File: src/rtl/i2c_mon_pkg.sv
// Shared types and constants for the I2C address and bus-status monitor.
// Assumes the bus carries 8-bit bytes with a ninth acknowledge clock.
package i2c_mon_pkg;
    localparam int BYTE_BITS   = 8;
    localparam int ADDR_W      = 10;
    localparam int BITCNT_W    = $clog2(BYTE_BITS + 1);
    localparam logic [4:0] TEN_BIT_PREFIX = 5'b11110;

    typedef enum logic [1:0] {
        AM_IDLE,
        AM_FIRST,
        AM_SECOND,
        AM_SKIP
    } am_state_t;

    typedef struct packed {
        logic tx_empty;
        logic rx_empty;
        logic rx_full;
        logic tx_full;
        logic dir_read;
        logic busy;
        logic addressed;
        logic gen_call;
    } stat_flags_t;
endpackage

File: src/rtl/i2c_line_sync.sv
// Multi-stage synchroniser with edge detection for a set of asynchronous lines.
// Assumes idle-high lines (open-drain bus), so every stage resets to 1.
// STAGES must be at least 2.
module i2c_line_sync #(
    parameter int STAGES = 2,
    parameter int LINES  = 2
) (
    input  logic             clk,
    input  logic             rst_n,
    input  logic [LINES-1:0] raw,
    output logic [LINES-1:0] level,
    output logic [LINES-1:0] rise,
    output logic [LINES-1:0] fall
);
    for (genvar g = 0; g < LINES; g++) begin : g_line
        logic [STAGES-1:0] chain;
        logic              prev;

        // Shift the raw line through the synchroniser and keep the last level.
        always_ff @(posedge clk) begin
            if (!rst_n) begin
                chain <= '1;
                prev  <= 1'b1;
            end else begin
                chain <= {chain[STAGES-2:0], raw[g]};
                prev  <= chain[STAGES-1];
            end
        end

        assign level[g] = chain[STAGES-1];
        assign rise[g]  = chain[STAGES-1] & ~prev;
        assign fall[g]  = ~chain[STAGES-1] & prev;
    end
endmodule

File: src/rtl/i2c_cond_detect.sv
// Finds START and STOP conditions on synchronised lines and keeps the bus-busy flag.
// Assumes inputs are already synchronised, so both lines have equal latency.
module i2c_cond_detect (
    input  logic clk,
    input  logic rst_n,
    input  logic scl_lvl,
    input  logic sda_rise,
    input  logic sda_fall,
    output logic start_p,
    output logic stop_p,
    output logic bus_busy
);
    assign start_p = sda_fall & scl_lvl;
    assign stop_p  = sda_rise & scl_lvl;

    // Bus-busy flag: set by START, cleared by STOP.
    always_ff @(posedge clk) begin
        if (!rst_n)       bus_busy <= 1'b0;
        else if (start_p) bus_busy <= 1'b1;
        else if (stop_p)  bus_busy <= 1'b0;
    end

    p_busy_set_r2: assert property (@(posedge clk) disable iff (!rst_n)
        start_p |=> bus_busy);
    p_busy_clr_r2: assert property (@(posedge clk) disable iff (!rst_n)
        stop_p |=> !bus_busy);
    p_busy_hold_r2: assert property (@(posedge clk) disable iff (!rst_n)
        (!start_p && !stop_p) |=> $stable(bus_busy));
endmodule

File: src/rtl/i2c_addr_match.sv
// Shifts in the address phase after each START and decides slave match,
// general call and direction, for 7-bit and 10-bit addressing.
// Assumes one-cycle pulses for START, STOP and SCL rising, and a data level
// that is stable at the SCL rising pulse.
module i2c_addr_match
    import i2c_mon_pkg::*;
(
    input  logic              clk,
    input  logic              rst_n,
    input  logic              start_p,
    input  logic              stop_p,
    input  logic              scl_rise,
    input  logic              sda_lvl,
    input  logic [ADDR_W-1:0] own_addr,
    input  logic              ten_bit_mode,
    input  logic              gc_enable,
    output logic              addressed,
    output logic              gen_call,
    output logic              dir_read
);
    localparam logic [BITCNT_W-1:0] LAST_DATA = BITCNT_W'(BYTE_BITS - 1);
    localparam logic [BITCNT_W-1:0] ACK_SLOT  = BITCNT_W'(BYTE_BITS);

    am_state_t            state;
    logic [BITCNT_W-1:0]  bit_cnt;
    logic [BYTE_BITS-1:0] shreg;
    logic                 to_second;
    logic                 ten_armed;

    logic [BYTE_BITS-1:0] byte_next;
    logic                 is_gc;
    logic                 seven_hit;
    logic                 hdr_hit;
    logic                 low_hit;
    logic                 in_byte;

    // Decode of the byte completed by the current bit.
    always_comb begin
        byte_next = {shreg[BYTE_BITS-2:0], sda_lvl};
        is_gc     = (byte_next == '0);
        seven_hit = (byte_next[7:1] == own_addr[6:0]) && !is_gc;
        hdr_hit   = (byte_next[7:3] == TEN_BIT_PREFIX) && (byte_next[2:1] == own_addr[9:8]);
        low_hit   = (byte_next == own_addr[7:0]);
        in_byte   = (state == AM_FIRST) || (state == AM_SECOND);
    end

    // Address phase sequencer and result flags.
    always_ff @(posedge clk) begin
        if (!rst_n) begin
            state     <= AM_IDLE;
            bit_cnt   <= '0;
            shreg     <= '0;
            to_second <= 1'b0;
            ten_armed <= 1'b0;
            addressed <= 1'b0;
            gen_call  <= 1'b0;
            dir_read  <= 1'b0;
        end else if (stop_p) begin
            state     <= AM_IDLE;
            bit_cnt   <= '0;
            to_second <= 1'b0;
            ten_armed <= 1'b0;
            addressed <= 1'b0;
            gen_call  <= 1'b0;
            dir_read  <= 1'b0;
        end else if (start_p) begin
            state     <= AM_FIRST;
            bit_cnt   <= '0;
            to_second <= 1'b0;
            addressed <= 1'b0;
            gen_call  <= 1'b0;
            dir_read  <= 1'b0;
        end else if (scl_rise && in_byte) begin
            if (bit_cnt == ACK_SLOT) begin
                bit_cnt   <= '0;
                state     <= to_second ? AM_SECOND : AM_SKIP;
                to_second <= 1'b0;
            end else begin
                shreg   <= byte_next;
                bit_cnt <= bit_cnt + 1'b1;
                if (bit_cnt == LAST_DATA) begin
                    if (state == AM_FIRST) begin
                        if (is_gc) begin
                            gen_call <= gc_enable;
                        end else if (!ten_bit_mode) begin
                            if (seven_hit) begin
                                addressed <= 1'b1;
                                dir_read  <= byte_next[0];
                            end
                        end else if (hdr_hit) begin
                            if (!byte_next[0]) begin
                                to_second <= 1'b1;
                            end else if (ten_armed) begin
                                addressed <= 1'b1;
                                dir_read  <= 1'b1;
                            end
                        end
                    end else if (low_hit) begin
                        addressed <= 1'b1;
                        dir_read  <= 1'b0;
                        ten_armed <= 1'b1;
                    end
                end
            end
        end
    end

    p_clear_on_stop_r4: assert property (@(posedge clk) disable iff (!rst_n)
        stop_p |=> (!addressed && !gen_call && !dir_read));
    p_clear_on_start_r4: assert property (@(posedge clk) disable iff (!rst_n)
        start_p |=> (!addressed && !gen_call && !dir_read));
    p_gc_gated_r5: assert property (@(posedge clk) disable iff (!rst_n)
        $rose(gen_call) |-> $past(gc_enable));
    p_gc_not_addr_r5: assert property (@(posedge clk) disable iff (!rst_n)
        !(addressed && gen_call));
    p_dir_needs_addr_r3: assert property (@(posedge clk) disable iff (!rst_n)
        dir_read |-> addressed);
endmodule

File: src/rtl/i2c_status_pack.sv
// Registers the monitor flags and FIFO levels into the 32-bit status word.
// Assumes FIFO level inputs are synchronous to clk.
module i2c_status_pack
    import i2c_mon_pkg::*;
#(
    parameter int WORD_W = 32
) (
    input  logic              clk,
    input  logic              rst_n,
    input  logic              tx_fifo_empty,
    input  logic              rx_fifo_empty,
    input  logic              rx_fifo_full,
    input  logic              tx_fifo_full,
    input  logic              dir_read,
    input  logic              bus_busy,
    input  logic              addressed,
    input  logic              gen_call,
    output logic [WORD_W-1:0] status_word
);
    localparam int FLAG_W = $bits(stat_flags_t);
    localparam stat_flags_t RESET_FLAGS = '{tx_empty: 1'b1, rx_empty: 1'b1, default: 1'b0};

    stat_flags_t flags_q;

    // Capture all status sources once per clock.
    always_ff @(posedge clk) begin
        if (!rst_n) begin
            flags_q <= RESET_FLAGS;
        end else begin
            flags_q.tx_empty  <= tx_fifo_empty;
            flags_q.rx_empty  <= rx_fifo_empty;
            flags_q.rx_full   <= rx_fifo_full;
            flags_q.tx_full   <= tx_fifo_full;
            flags_q.dir_read  <= dir_read;
            flags_q.busy      <= bus_busy;
            flags_q.addressed <= addressed;
            flags_q.gen_call  <= gen_call;
        end
    end

    assign status_word = {{(WORD_W-FLAG_W){1'b0}}, flags_q};

    p_busy_bit_r9: assert property (@(posedge clk) disable iff (!rst_n)
        status_word[2] == $past(bus_busy));
endmodule

File: src/rtl/i2c_addr_monitor.sv
// Top of the I2C slave address and bus-status monitor: synchroniser,
// condition detector, address matcher and status packer.
// Assumes a system clock several times faster than SCL; never drives the bus.
module i2c_addr_monitor
    import i2c_mon_pkg::*;
#(
    parameter int SYNC_STAGES = 2
) (
    input  logic              clk,
    input  logic              rst_n,
    input  logic              scl_in,
    input  logic              sda_in,
    input  logic [ADDR_W-1:0] own_addr,
    input  logic              ten_bit_mode,
    input  logic              gc_enable,
    input  logic              tx_fifo_empty,
    input  logic              rx_fifo_empty,
    input  logic              rx_fifo_full,
    input  logic              tx_fifo_full,
    output logic [31:0]       status_word
);
    localparam int SCL_IDX = 0;
    localparam int SDA_IDX = 1;

    logic [1:0] lvl, rise, fall;
    logic       start_p, stop_p, bus_busy;
    logic       addressed, gen_call, dir_read;
    logic       unused_scl_fall;

    assign unused_scl_fall = fall[SCL_IDX];

    i2c_line_sync #(.STAGES(SYNC_STAGES), .LINES(2)) u_sync (
        .clk   (clk),
        .rst_n (rst_n),
        .raw   ({sda_in, scl_in}),
        .level (lvl),
        .rise  (rise),
        .fall  (fall)
    );

    i2c_cond_detect u_cond (
        .clk      (clk),
        .rst_n    (rst_n),
        .scl_lvl  (lvl[SCL_IDX]),
        .sda_rise (rise[SDA_IDX]),
        .sda_fall (fall[SDA_IDX]),
        .start_p  (start_p),
        .stop_p   (stop_p),
        .bus_busy (bus_busy)
    );

    i2c_addr_match u_match (
        .clk          (clk),
        .rst_n        (rst_n),
        .start_p      (start_p),
        .stop_p       (stop_p),
        .scl_rise     (rise[SCL_IDX]),
        .sda_lvl      (lvl[SDA_IDX]),
        .own_addr     (own_addr),
        .ten_bit_mode (ten_bit_mode),
        .gc_enable    (gc_enable),
        .addressed    (addressed),
        .gen_call     (gen_call),
        .dir_read     (dir_read)
    );

    i2c_status_pack #(.WORD_W(32)) u_pack (
        .clk           (clk),
        .rst_n         (rst_n),
        .tx_fifo_empty (tx_fifo_empty),
        .rx_fifo_empty (rx_fifo_empty),
        .rx_fifo_full  (rx_fifo_full),
        .tx_fifo_full  (tx_fifo_full),
        .dir_read      (dir_read),
        .bus_busy      (bus_busy),
        .addressed     (addressed),
        .gen_call      (gen_call),
        .status_word   (status_word)
    );

    p_start_stop_excl_r1: assert property (@(posedge clk) disable iff (!rst_n)
        !(start_p && stop_p));
endmodule

File: config.mk
export PLATFORM = sky130hd
export DESIGN_NAME = i2c_addr_monitor
export DESIGN_NICKNAME = d
export VERILOG_FILES = /design/src/rtl/i2c_mon_pkg.sv /design/src/rtl/i2c_line_sync.sv /design/src/rtl/i2c_cond_detect.sv /design/src/rtl/i2c_addr_match.sv /design/src/rtl/i2c_status_pack.sv /design/src/rtl/i2c_addr_monitor.sv
export SDC_FILE = /design/constraint.sdc
export NUM_CORES = 1
export LEC_CHECK = 0
export BUFFER_PORTS_ARGS = -buffer_cell sky130_fd_sc_hd__buf_2
export CAP_MARGIN = 10
export CORE_MARGIN = 10
export CORE_UTILIZATION = 24
export DETAILED_ROUTE_END_ITERATION = 7
export SETUP_SLACK_MARGIN = 0.15
export SLEW_MARGIN = 20
export SYNTH_ARGS = -nofsm -noshare
export SYNTH_HDL_FRONTEND = slang
export SYNTH_SLANG_ARGS = --single-unit
File: constraint.sdc
create_clock -name clk -period 1.94 [get_ports clk]
set_clock_uncertainty 0.2 [all_clocks]
set_input_delay 0.194 -clock clk [delete_from_list [all_inputs] [get_ports clk]]
set_output_delay 0.194 -clock clk [all_outputs]
set_load 0.005 [all_outputs]
==> results of run 1 <==
==> power groups by stage <==
stage                     Combinational (mW)  Sequential [mW]  Clock [mW]
after detailed placement               0.131            0.714           0
after global routing                   0.181            0.701       0.724
after global placement                 0.128            0.714           0
after CTS                              0.153            0.700       0.695
after floorplan                        0.110            0.713           0
final                                  0.165            0.699       0.686
==> logic make-up (layout without fill, tap and decap cells) <==
kind of cell / Yosys count / in the layout
AOI/OAI and AO/OA: 27 / 27
xor gates and xnor gates: 18 / 18
adders and majority gates: 3 / 3
buffers and inverters: 43 / 84
DFF: 33 / 33
muxes: 9 / 9
other: 1 / 24
and+or+nand+nor: 67 / 67
==> path summary, 6_finish.rpt <==
check / endpoint / slack [ns] / cells past startpoint
max: u_match.dir_read / -0.02 / 5
min reg2reg: u_sync.g_line[0].chain[1] / 0.21 / 1
min: u_match.to_second / 0.18 / 4
max reg2reg: u_match.dir_read / -0.02 / 5
==> cell usage in the layout, fill, tap and decap left out, types with 4 or more instances in the layout <==
cell,synthesis,final
and2_1,7,7
o21ai_0,5,4
a21oi_1,6,4
dfxtp_2,0,8
mux2i_1,8,8
dfxtp_1,33,24
buf_4,25,21
nand2b_1,6,6
buf_6,1,10
nor2b_1,8,8
dlygate4sd3_1,0,8
nand2_1,13,9
nor2_1,15,14
clkbuf_8,0,6
nor4_2,0,4
inv_1,9,7
conb_1,1,24
buf_2,5,27
xor2_1,18,16
==> tightest hold or removal path, delay by kind of cell <==
kind                   cells  cell delay (ns)
and+or+nand+nor            2             0.22
AOI/OAI and AO/OA          1             0.07
buffers and inverters      1             0.14
==> flip-flops by register name (all words and copies together), names as in the netlist <==
register,cells
u_pack.status_word,8
u_match.shreg,7
u_match.bit_cnt,4
u_sync.g_line.chain,4
u_match.state,2
u_sync.g_line.prev,2
u_cond.bus_busy,1
u_match.addressed,1
u_match.dir_read,1
u_match.gen_call,1
u_match.ten_armed,1
u_match.to_second,1
==> metal layers <==
metal,GRT usage (%),routed length (µm),part of all wire [%]
met4,3.43,116,2.6
met1,8.80,2010,45
met2,13.2,2140,48
met5,0,0,0
met3,2.62,223,5.0
==> layout make-up <==
cell class / instances / share of cell area, %
inverters: 9 / 1.32
well taps: 99 / 4.83
repair buffers: 67 / 19.7
multi-input cells: 148 / 43.2
clock buffers: 6 / 3.22
flip-flops and latches: 33 / 26.3
clock inverters: 2 / 1.46
==> repair_timing <==
| action | in CTS | in global routing |
|---|---|---|
| hold endpoints to repair | 8 | 0 |
| endpoints found under the setup margin | 12 | 17 |
| pin swaps | 6 | 16 |
| hold buffers | 8 | 0 |
| setup buffers | 6 | 4 |
| resized for setup | 23 | 29 |
==> flow_metrics.py, run 1 <==
metrics = {
    "place": {
        "place_ws_ns": -0.0558,
        "dpl.hpwl_mm": 3.12,
        "portBuffers": 27,
        "placed_cells": 338,
        "post_dp_cell_area_um2": 2060,
        "gp_congestion": 0.806,
    },
    "setup_path": {
        "max_stage_delay_ns": 0.54,
        "crit_path_end_kind": "flip-flop",
        "cp-start-kind": "flip-flop",
        "worstPathArrival_ns": 1.94,
        "critical_path.cell_chain": "xor2_1 > or4_4 > a31oi_4 > nand3_2 > mux2_4",
        "r2r_start": "u_match.shreg[0]",
        "critical_path_class": "flip-flop to flip-flop",
        "crit_start": "u_match.shreg[0]",
        "crit_family": "simple AND/OR/NAND/NOR gates",
        "crit_buf_inv": 0,
        "cp.required_ns": 1.92,
        "cp_slowest_cell": "or4_4",
        "crit_fanout": 4,
    },
    "die": {
        "core_um2": 7180,
        "rows": 31,
        "dieHeight_um": 105,
        "fp.dieW_um": 105,
        "dieArea_um2": 11100,
        "start_util_pct": 24.3,
        "ios": 52,
    },
    "global_routing": {
        "grt_pass1_wl_mm": 7.25,
        "overflow": 0,
        "antenna_found_initial": 0,
        "grt_pass1_vias": 1525,
        "track_usage_pct": 7.83,
        "grt_max_degree": 15,
    },
    "sta": {
        "maxSlewViolCount": 0,
        "final.setup.tns_ns": -0.0160,
        "rsz0062_at_grt": "yes",
        "fin_hold_ws_ns": 0.184,
        "fmax_mhz": 511,
        "finalCritPeriodShare_pct": 101,
        "setup_viol": 1,
        "min_period_ns": 1.96,
        "hold_viol_final": 0,
        "fin_ws_ns": -0.0160,
    },
    "clock_tree": {
        "clk_latency_ns": 0.29,
        "cts_root_buf": "clkbuf_8",
        "cts_buffers": 5,
        "clock-sinks": 33,
        "cts_buffer_depth": 2,
        "cts_tree": "yes",
        "cts_htree_levels": 2,
        "clk_pin_slew_worst_paths_ns": 0.08,
    },
    "synth": {
        "synthXorXnorAreaFrac_pct": 9.03,
        "synth_seq_cells": 33,
        "netlist.area_leader.share_pct": 37.8,
        "yosysUniqueCellTypes": 37,
        "yosysMostFrequentCell": "dfxtp_1",
        "postSynth.asyncResetShare_pct": 0,
        "synth_simple_gate_area_share_pct": 20.0,
        "synth_top_cell_by_area": "dfxtp_1",
        "synth_flop_cell": "dfxtp_1",
        "synthesis.area_um2": 1750,
        "synth_top_family_by_area": "simple AND/OR/NAND/NOR gates",
        "synth_compound_area_share_pct": 9.96,
        "synth_mux_area_share_pct": 5.44,
        "yosysSeqAreaShare_pct": 37.8,
        "syn_avg_cell_area_um2": 8.69,
        "synth_commonest_cells": "dfxtp_1 (33), buf_4 (25), xor2_1 (18)",
        "synth_area_leaders": "dfxtp_1 (38%), buf_4 (11%), xor2_1 (9.0%)",
        "synth_warnings": 0,
        "syn_inst": 201,
        "synth_fa_ha_area_share_pct": 2.15,
        "synth_edf_count": 0,
    },
    "drt": {
        "drt-initial-drc-count": 37,
        "drc": 0,
        "wl_mm": 4.48,
        "vias_per_cell": 4.02,
        "wl_per_cell_um": 12.3,
        "drtAntennaViolNets": 0,
        "firstDrtPassIters": 4,
        "vias": 1465,
    },
    "power": {
        "p_comb_share_pct": 10.7,
        "power_mw": 1.55,
        "p_leak_nw": 1.12,
        "p_int_mw": 1.19,
        "p_per_area_nw_per_um2": 604,
        "seqPwrFrac_pct": 45.1,
        "swShare_pct": 23.5,
        "max-vdd-ir-drop_uv": 257,
        "p_sw_uw": 364,
        "power.clock.fraction_pct": 44.3,
    },
    "status": {
        "outcome": "complete, but fails checks",
        "violations": "setup timing",
    },
    "flow_run": {
        "drv_cap": 0,
    },
    "layout": {
        "fin_util_pct": 35.7,
        "area_delta_synth_final_pct": 46.8,
        "final.fill_count": 729,
        "n_antenna_cell": 0,
        "drive_gt1_share_pct": 40.8,
        "design_area_um2": 2560,
        "multi_input_area_um2": 1110,
        "fin_cells": 364,
        "seq_area_um2": 674,
        "nets": 287,
    },
    "hold_path": {
        "hold_path_class": "primary input to flip-flop",
        "hp-start": "ten_bit_mode",
    },
}
Power figures use the tool's default switching activity.
==> run 2: changes to the inputs <==
--- a/config.mk
+++ b/config.mk
@@ -7,9 +7,9 @@
 export LEC_CHECK = 0
 export BUFFER_PORTS_ARGS = -buffer_cell sky130_fd_sc_hd__buf_2
 export CAP_MARGIN = 10
-export CORE_MARGIN = 10
-export CORE_UTILIZATION = 24
+export CORE_UTILIZATION = 46
 export DETAILED_ROUTE_END_ITERATION = 7
+export PLACE_DENSITY = 0.75
 export SETUP_SLACK_MARGIN = 0.15
 export SLEW_MARGIN = 20
 export SYNTH_ARGS = -nofsm -noshare
==> run 2 against run 1 <==
Against the previous run: non-clock buffer count grew 2; global-route usage up 12 points; cell count shrank 13%; combinational power fell by 4%; sequential cell count stayed put; clock power down 26%; the flow still finishes with violations (setup timing); sequential share of layout area rose by 2.2 points; sequential power about the same; worst setup slack got worse by 0.0015 ns; via count increased by 2.0%; power down 12%.
==> flow_metrics.py, run 2 (synthesis results as in run 1) <==
metrics = {
    "clock_tree": {
        "cts_buffer_depth": 2,
        "clock-sinks": 33,
        "cts_htree_levels": 2,
        "clk_latency_ns": 0.29,
        "cts_buffers": 5,
        "clk_pin_slew_worst_paths_ns": 0.07,
        "cts_tree": "yes",
        "cts_root_buf": "clkbuf_8",
    },
    "drt": {
        "drt-initial-drc-count": 65,
        "drtAntennaViolNets": 0,
        "drc": 0,
        "firstDrtPassIters": 5,
        "wl_per_cell_um": 11.4,
        "vias": 1495,
        "wl_mm": 3.60,
        "vias_per_cell": 4.75,
    },
    "global_routing": {
        "grt_pass1_wl_mm": 5.98,
        "grt_max_degree": 20,
        "overflow": 0,
        "antenna_found_initial": 0,
        "track_usage_pct": 19.4,
        "grt_pass1_vias": 1387,
    },
    "layout": {
        "seq_area_um2": 672,
        "design_area_um2": 2360,
        "drive_gt1_share_pct": 34.5,
        "area_delta_synth_final_pct": 35.2,
        "largest_reg_flops": 8,
        "final.fill_count": 310,
        "mostFrequentLayoutCells": "buf_2 (27), buf_4 (26), conb_1 (24), dfxtp_1 (24), xor2_1 (18)",
        "layout_commonest_cell": "buf_2",
        "n_antenna_cell": 0,
        "nets": 289,
        "multi_input_area_um2": 1010,
    },
    "place": {
        "portBuffers": 27,
        "post_dp_cell_area_um2": 1990,
        "dpl.hpwl_mm": 2.47,
        "place_ws_ns": -0.0872,
        "gp_congestion": 0.866,
    },
    "setup_path": {
        "r2r_start": "u_match.state[1]",
        "cp.required_ns": 1.92,
        "rr_worst_depth": 8,
        "crit_start": "u_match.state[1]",
        "crit_fanout": 3,
        "worstPathArrival_ns": 1.94,
        "critical_path_class": "flip-flop to flip-flop",
        "crit_path_end_kind": "flip-flop",
        "cp-start-kind": "flip-flop",
    },
    "status": {
        "outcome": "complete, but fails checks",
        "violations": "setup timing",
    },
    "flow_run": {
        "drv_cap": 0,
    },
    "die": {
        "start_util_pct": 47.7,
        "dieHeight_um": 63.6,
        "rows": 22,
        "dieArea_um2": 4050,
        "fp.dieW_um": 63.6,
        "ios": 52,
        "core_um2": 3660,
    },
    "power": {
        "p_sw_uw": 349,
        "seqPwrFrac_pct": 51.2,
        "max-vdd-ir-drop_uv": 397,
        "p_int_mw": 1.02,
        "p_leak_nw": 1.07,
        "p_per_area_nw_per_um2": 580,
        "p_comb_share_pct": 11.5,
        "swShare_pct": 25.5,
        "power.clock.fraction_pct": 37.3,
    },
    "hold_path": {
        "holdPathStages": 4,
        "hp-start": "ten_bit_mode",
        "hold_path_class": "primary input to flip-flop",
    },
    "sta": {
        "rsz0062_at_grt": "yes",
        "min_period_ns": 1.96,
        "setup_viol": 1,
        "fmax_mhz": 511,
        "maxSlewViolCount": 0,
        "finalCritPeriodShare_pct": 101,
        "fin_ws_ns": -0.0175,
        "hold_viol_final": 0,
    },
}
## run 2: area by class of cell
| cell class | instances | area share [%] |
|---|---|---|
| Multi-Input combinational cell | 148 | 42.9 |
| Clock buffer | 5 | 2.91 |
| Timing Repair Buffer | 69 | 21.0 |
| Inverter | 9 | 1.43 |
| Tap cell | 48 | 2.54 |
| Clock inverter | 3 | 0.742 |
| Sequential cell | 33 | 28.5 |
## run 2: repair_timing
action | CTS | global route
pin swaps | 8 | 10
setup endpoints to repair | 12 | 13
cloned | 0 | 0
buffers inserted | 4 | 5
hold endpoints to repair | 8 | 0
hold buffers | 12 | 0
gates resized for setup | 17 | 10
## run 2: per-layer routing
layer | global-route usage (%) | wire [µm] | share of wire (%)
met1 | 21.5 | 1510 | 42
met5 | 0 | 0 | 0
met3 | 5.80 | 162 | 4.5
met4 | 9.94 | 106 | 2.9
met2 | 33.2 | 1820 | 51
## run 2: power by group through the flow
stage | logic [mW] | clock network, mW | registers, mW
3_5_place_dp | 0.130 | 0 | 0.714
4_1_cts | 0.154 | 0.529 | 0.700
5_1_grt | 0.174 | 0.556 | 0.701
3_3_place_gp | 0.126 | 0 | 0.714
6_report | 0.158 | 0.510 | 0.700
2_1_floorplan | 0.110 | 0 | 0.713
## run 2: worst paths after layout
path	slack, ns	end
setup / recovery	-0.02	u_match.dir_read
hold / removal	0.18	u_match.to_second
setup reg to reg	-0.02	u_match.dir_read
hold reg to reg	0.21	u_sync.g_line[1].chain[1]
## run 2: critical path, stage by stage, from the launching register on
cell and delay, ns:
dfxtp_2 0.34, inv_2 0.04, ha_4 0.21, nor3b_4 0.25, buf_6 0.15, nand2_1 0.06
a31oi_2 0.17, nand3_1 0.12, mux2_4 0.30
## run 2: stage by stage
stage	hold slack (ns)	utilization (%)	power (mW)	TNS, ns	instances
final	0.178	64.5	1.37	-0.0175	315
after global routing	0.176	64.5	1.43	-0.422	315
after CTS	0.139	62.3	1.38	0	310
after detailed placement	0.178	54.3	0.844	-0.240	286
after global placement	0.174	54.3	0.840	-0.0256	286
after floorplan	0.0670	-	0.823	-0.0374	224
==> run 3: changes to the inputs <==
--- a/config.mk
+++ b/config.mk
@@ -7,9 +7,9 @@
 export LEC_CHECK = 0
 export BUFFER_PORTS_ARGS = -buffer_cell sky130_fd_sc_hd__buf_2
 export CAP_MARGIN = 10
-export CORE_UTILIZATION = 46
+export CORE_UTILIZATION = 50
 export DETAILED_ROUTE_END_ITERATION = 7
-export PLACE_DENSITY = 0.75
+export PLACE_DENSITY = 0.78
 export SETUP_SLACK_MARGIN = 0.15
 export SLEW_MARGIN = 20
 export SYNTH_ARGS = -nofsm -noshare
==> constraint.sdc (replaced) <==
create_clock -name clk -period 1.9 [get_ports clk]
set_clock_uncertainty 0.2 [all_clocks]
set_input_delay 0.19 -clock clk [delete_from_list [all_inputs] [get_ports clk]]
set_output_delay 0.19 -clock clk [all_outputs]
set_load 0.005 [all_outputs]
==> run 3 against run 2 <==
Against the previous run: highest routed layer unchanged; count of clock-buffer cells in the layout is 2 higher; clock power fell by 27%; the run still ends with setup timing left; hold slack worse by 0.059 ns; largest power group unchanged; largest cell class unchanged; register-to-register slack worse by 0.07 ns; via count decreased by 1.3%; critical path depth down 2; maximum frequency down 1.6%.
==> flow_metrics.py, run 3 (synthesis results as in run 1) <==
metrics = {
    "status": {
        "violations": "setup timing",
        "outcome": "complete, but fails checks",
    },
    "power": {
        "power_mw": 1.25,
        "max-vdd-ir-drop_uv": 391,
        "p_leak_nw": 1.03,
        "p_per_area_nw_per_um2": 538,
    },
    "setup_path": {
        "critical_path_class": "flip-flop to flip-flop",
        "max_stage_delay_ns": 0.35,
        "rr_worst_depth": 6,
        "crit_buf_inv": 0,
        "cp.required_ns": 1.93,
        "cp-start-kind": "flip-flop",
        "regToRegEndpoint": "u_match.state[0]",
        "cp_common_cell": "nor3b_4",
        "rrSetupSlack_ns": -0.09,
        "crit_path_end_kind": "flip-flop",
        "worstPathArrival_ns": 2.02,
        "r2r_start": "u_match.state[0]",
        "crit_fanout": 3,
        "crit_family": "simple AND/OR/NAND/NOR gates",
        "critical_path.cell_chain": "ha_4 > nor3b_4 > nor3b_4 > mux2i_2 > a21oi_1 > o21a_1",
        "crit_start": "u_match.state[0]",
        "cp_slowest_cell": "dfxtp_2",
    },
    "drt": {
        "drc": 0,
        "wl_per_cell_um": 12.1,
        "vias": 1475,
        "vias_per_cell": 4.79,
        "wl_mm": 3.73,
        "firstDrtPassIters": 4,
        "drt-initial-drc-count": 75,
        "drtAntennaViolNets": 0,
    },
    "hold_path": {
        "whs_endpoint": "u_match.to_second",
        "hold_path_class": "primary input to flip-flop",
        "hp-start": "ten_bit_mode",
        "holdPathStages": 4,
    },
    "place": {
        "dpl.hpwl_mm": 2.35,
        "portBuffers": 27,
        "place_ws_ns": -0.136,
        "gp_congestion": 0.841,
    },
    "layout": {
        "final.fill_count": 273,
        "mostFrequentLayoutCells": "buf_2 (27), dfxtp_1 (27), conb_1 (24), buf_4 (23), xor2_1 (18)",
        "drive_gt1_share_pct": 33.6,
        "nets": 284,
        "area_delta_synth_final_pct": 32.6,
        "n_antenna_cell": 0,
        "largest_reg_flops": 8,
    },
    "sta": {
        "setup_viol": 9,
        "fin_ws_ns": -0.0887,
        "fmax_mhz": 503,
        "fin_hold_ws_ns": 0.119,
        "finalCritPeriodShare_pct": 105,
        "hold_viol_final": 0,
        "maxSlewViolCount": 0,
        "min_period_ns": 1.99,
        "rsz0062_at_grt": "yes",
    },
    "clock_tree": {
        "cts_root_buf": "clkbuf_4",
        "cts_buffer_depth": 2,
        "clk_pin_slew_worst_paths_ns": 0.10,
        "clk_latency_ns": 0.33,
        "cts_htree_levels": 2,
        "clock-sinks": 33,
        "cts_tree": "yes",
        "cts_buffers": 5,
    },
    "die": {
        "start_util_pct": 52.3,
        "dieHeight_um": 61.1,
        "rows": 21,
        "fp.dieW_um": 61.1,
        "ios": 52,
        "dieArea_um2": 3730,
        "core_um2": 3340,
    },
    "global_routing": {
        "grtUsageMet3_pct": 7.14,
        "grt_pass1_vias": 1387,
        "grt.busiest_layer": "met2",
        "grt_pass1_wl_mm": 5.88,
        "antenna_found_initial": 0,
        "track_usage_pct": 22.2,
        "use_met2_pct": 38.8,
        "overflow": 0,
        "grt_max_degree": 15,
        "grt_util_met1_pct": 24.1,
    },
    "flow_run": {
        "drv_cap": 0,
    },
}
==> run 3: changes by cell type in the layout (fill, tap and decap cells not counted), moves of 3 or more <==
cell / previous run / this run
dfxtp_1: 24 / 27
clkbuf_4: 0 / 5
buf_4: 26 / 23
clkbuf_8: 5 / 0
dfxtp_2: 9 / 6
==> run 3: report_power, final <==
group	internal (mW)	switching [mW]
Combinational	0.0778	0.0824
Sequential	0.706	0.00797
Clock	0.146	0.226
==> run 3: worst max path at each step <==
| stage | to | slack, ns | depth (start not counted) |
|---|---|---|---|
| 2_1_floorplan | u_match.dir_read | -0.08 | 6 |
| 3_3_place_gp | u_match.dir_read | -0.07 | 8 |
| 3_5_place_dp | u_match.dir_read | -0.14 | 8 |
| 4_1_cts | u_match.dir_read | -0.04 | 5 |
| 5_1_grt | u_match.dir_read | -0.16 | 7 |
| 6_report | u_match.state[0] | -0.09 | 6 |
==> run 3: metrics by stage <==
step           area (µm²)  std cells  TNS [ns]  util (%)
4_1_cts              2240        306   -0.0724      67.2
5_1_grt              2320        308     -1.04      69.4
3_3_place_gp         1980        283    -0.279      59.2
2_1_floorplan        1870        224   -0.0774         -
3_5_place_dp         1980        283    -0.631      59.2
6_report             2320        308    -0.342      69.4
==> run 3: timing repair <==
action / in CTS / in global routing
gates resized for setup: 16 / 14
endpoints found under the setup margin: 15 / 15
setup buffers: 4 / 2
cloned: 0 / 0
pin swaps: 6 / 9
endpoints found under the hold margin: 14 / 0
hold buffers: 11 / 0
==> run 3: worst register-to-register path, cell delays in order, from the launching register on <==
cell and delay, ns:
dfxtp_2 0.35, ha_4 0.24, nor3b_4 0.25, nor3b_4 0.28, mux2i_2 0.28, a21oi_1 0.10, o21a_1 0.18
==> run 3: area by class of cell <==
cell class | instances | area, µm² | share of cell area [%]
flip-flops and latches | 33 | 668 | 28.8
well taps | 46 | 57.6 | 2.49
repair buffers | 64 | 452 | 19.5
inverters | 9 | 33.8 | 1.46
clock inverters | 1 | 7.51 | 0.324
clock buffers | 7 | 45.0 | 1.94
multi-input cells | 148 | 1050 | 45.4
==> run 3: per-layer routing <==
metal  vias up  wire length, µm
met2        43             1920
met4         0              101
li1        738                -
met3         9              136
met5         -                0
met1       685             1570
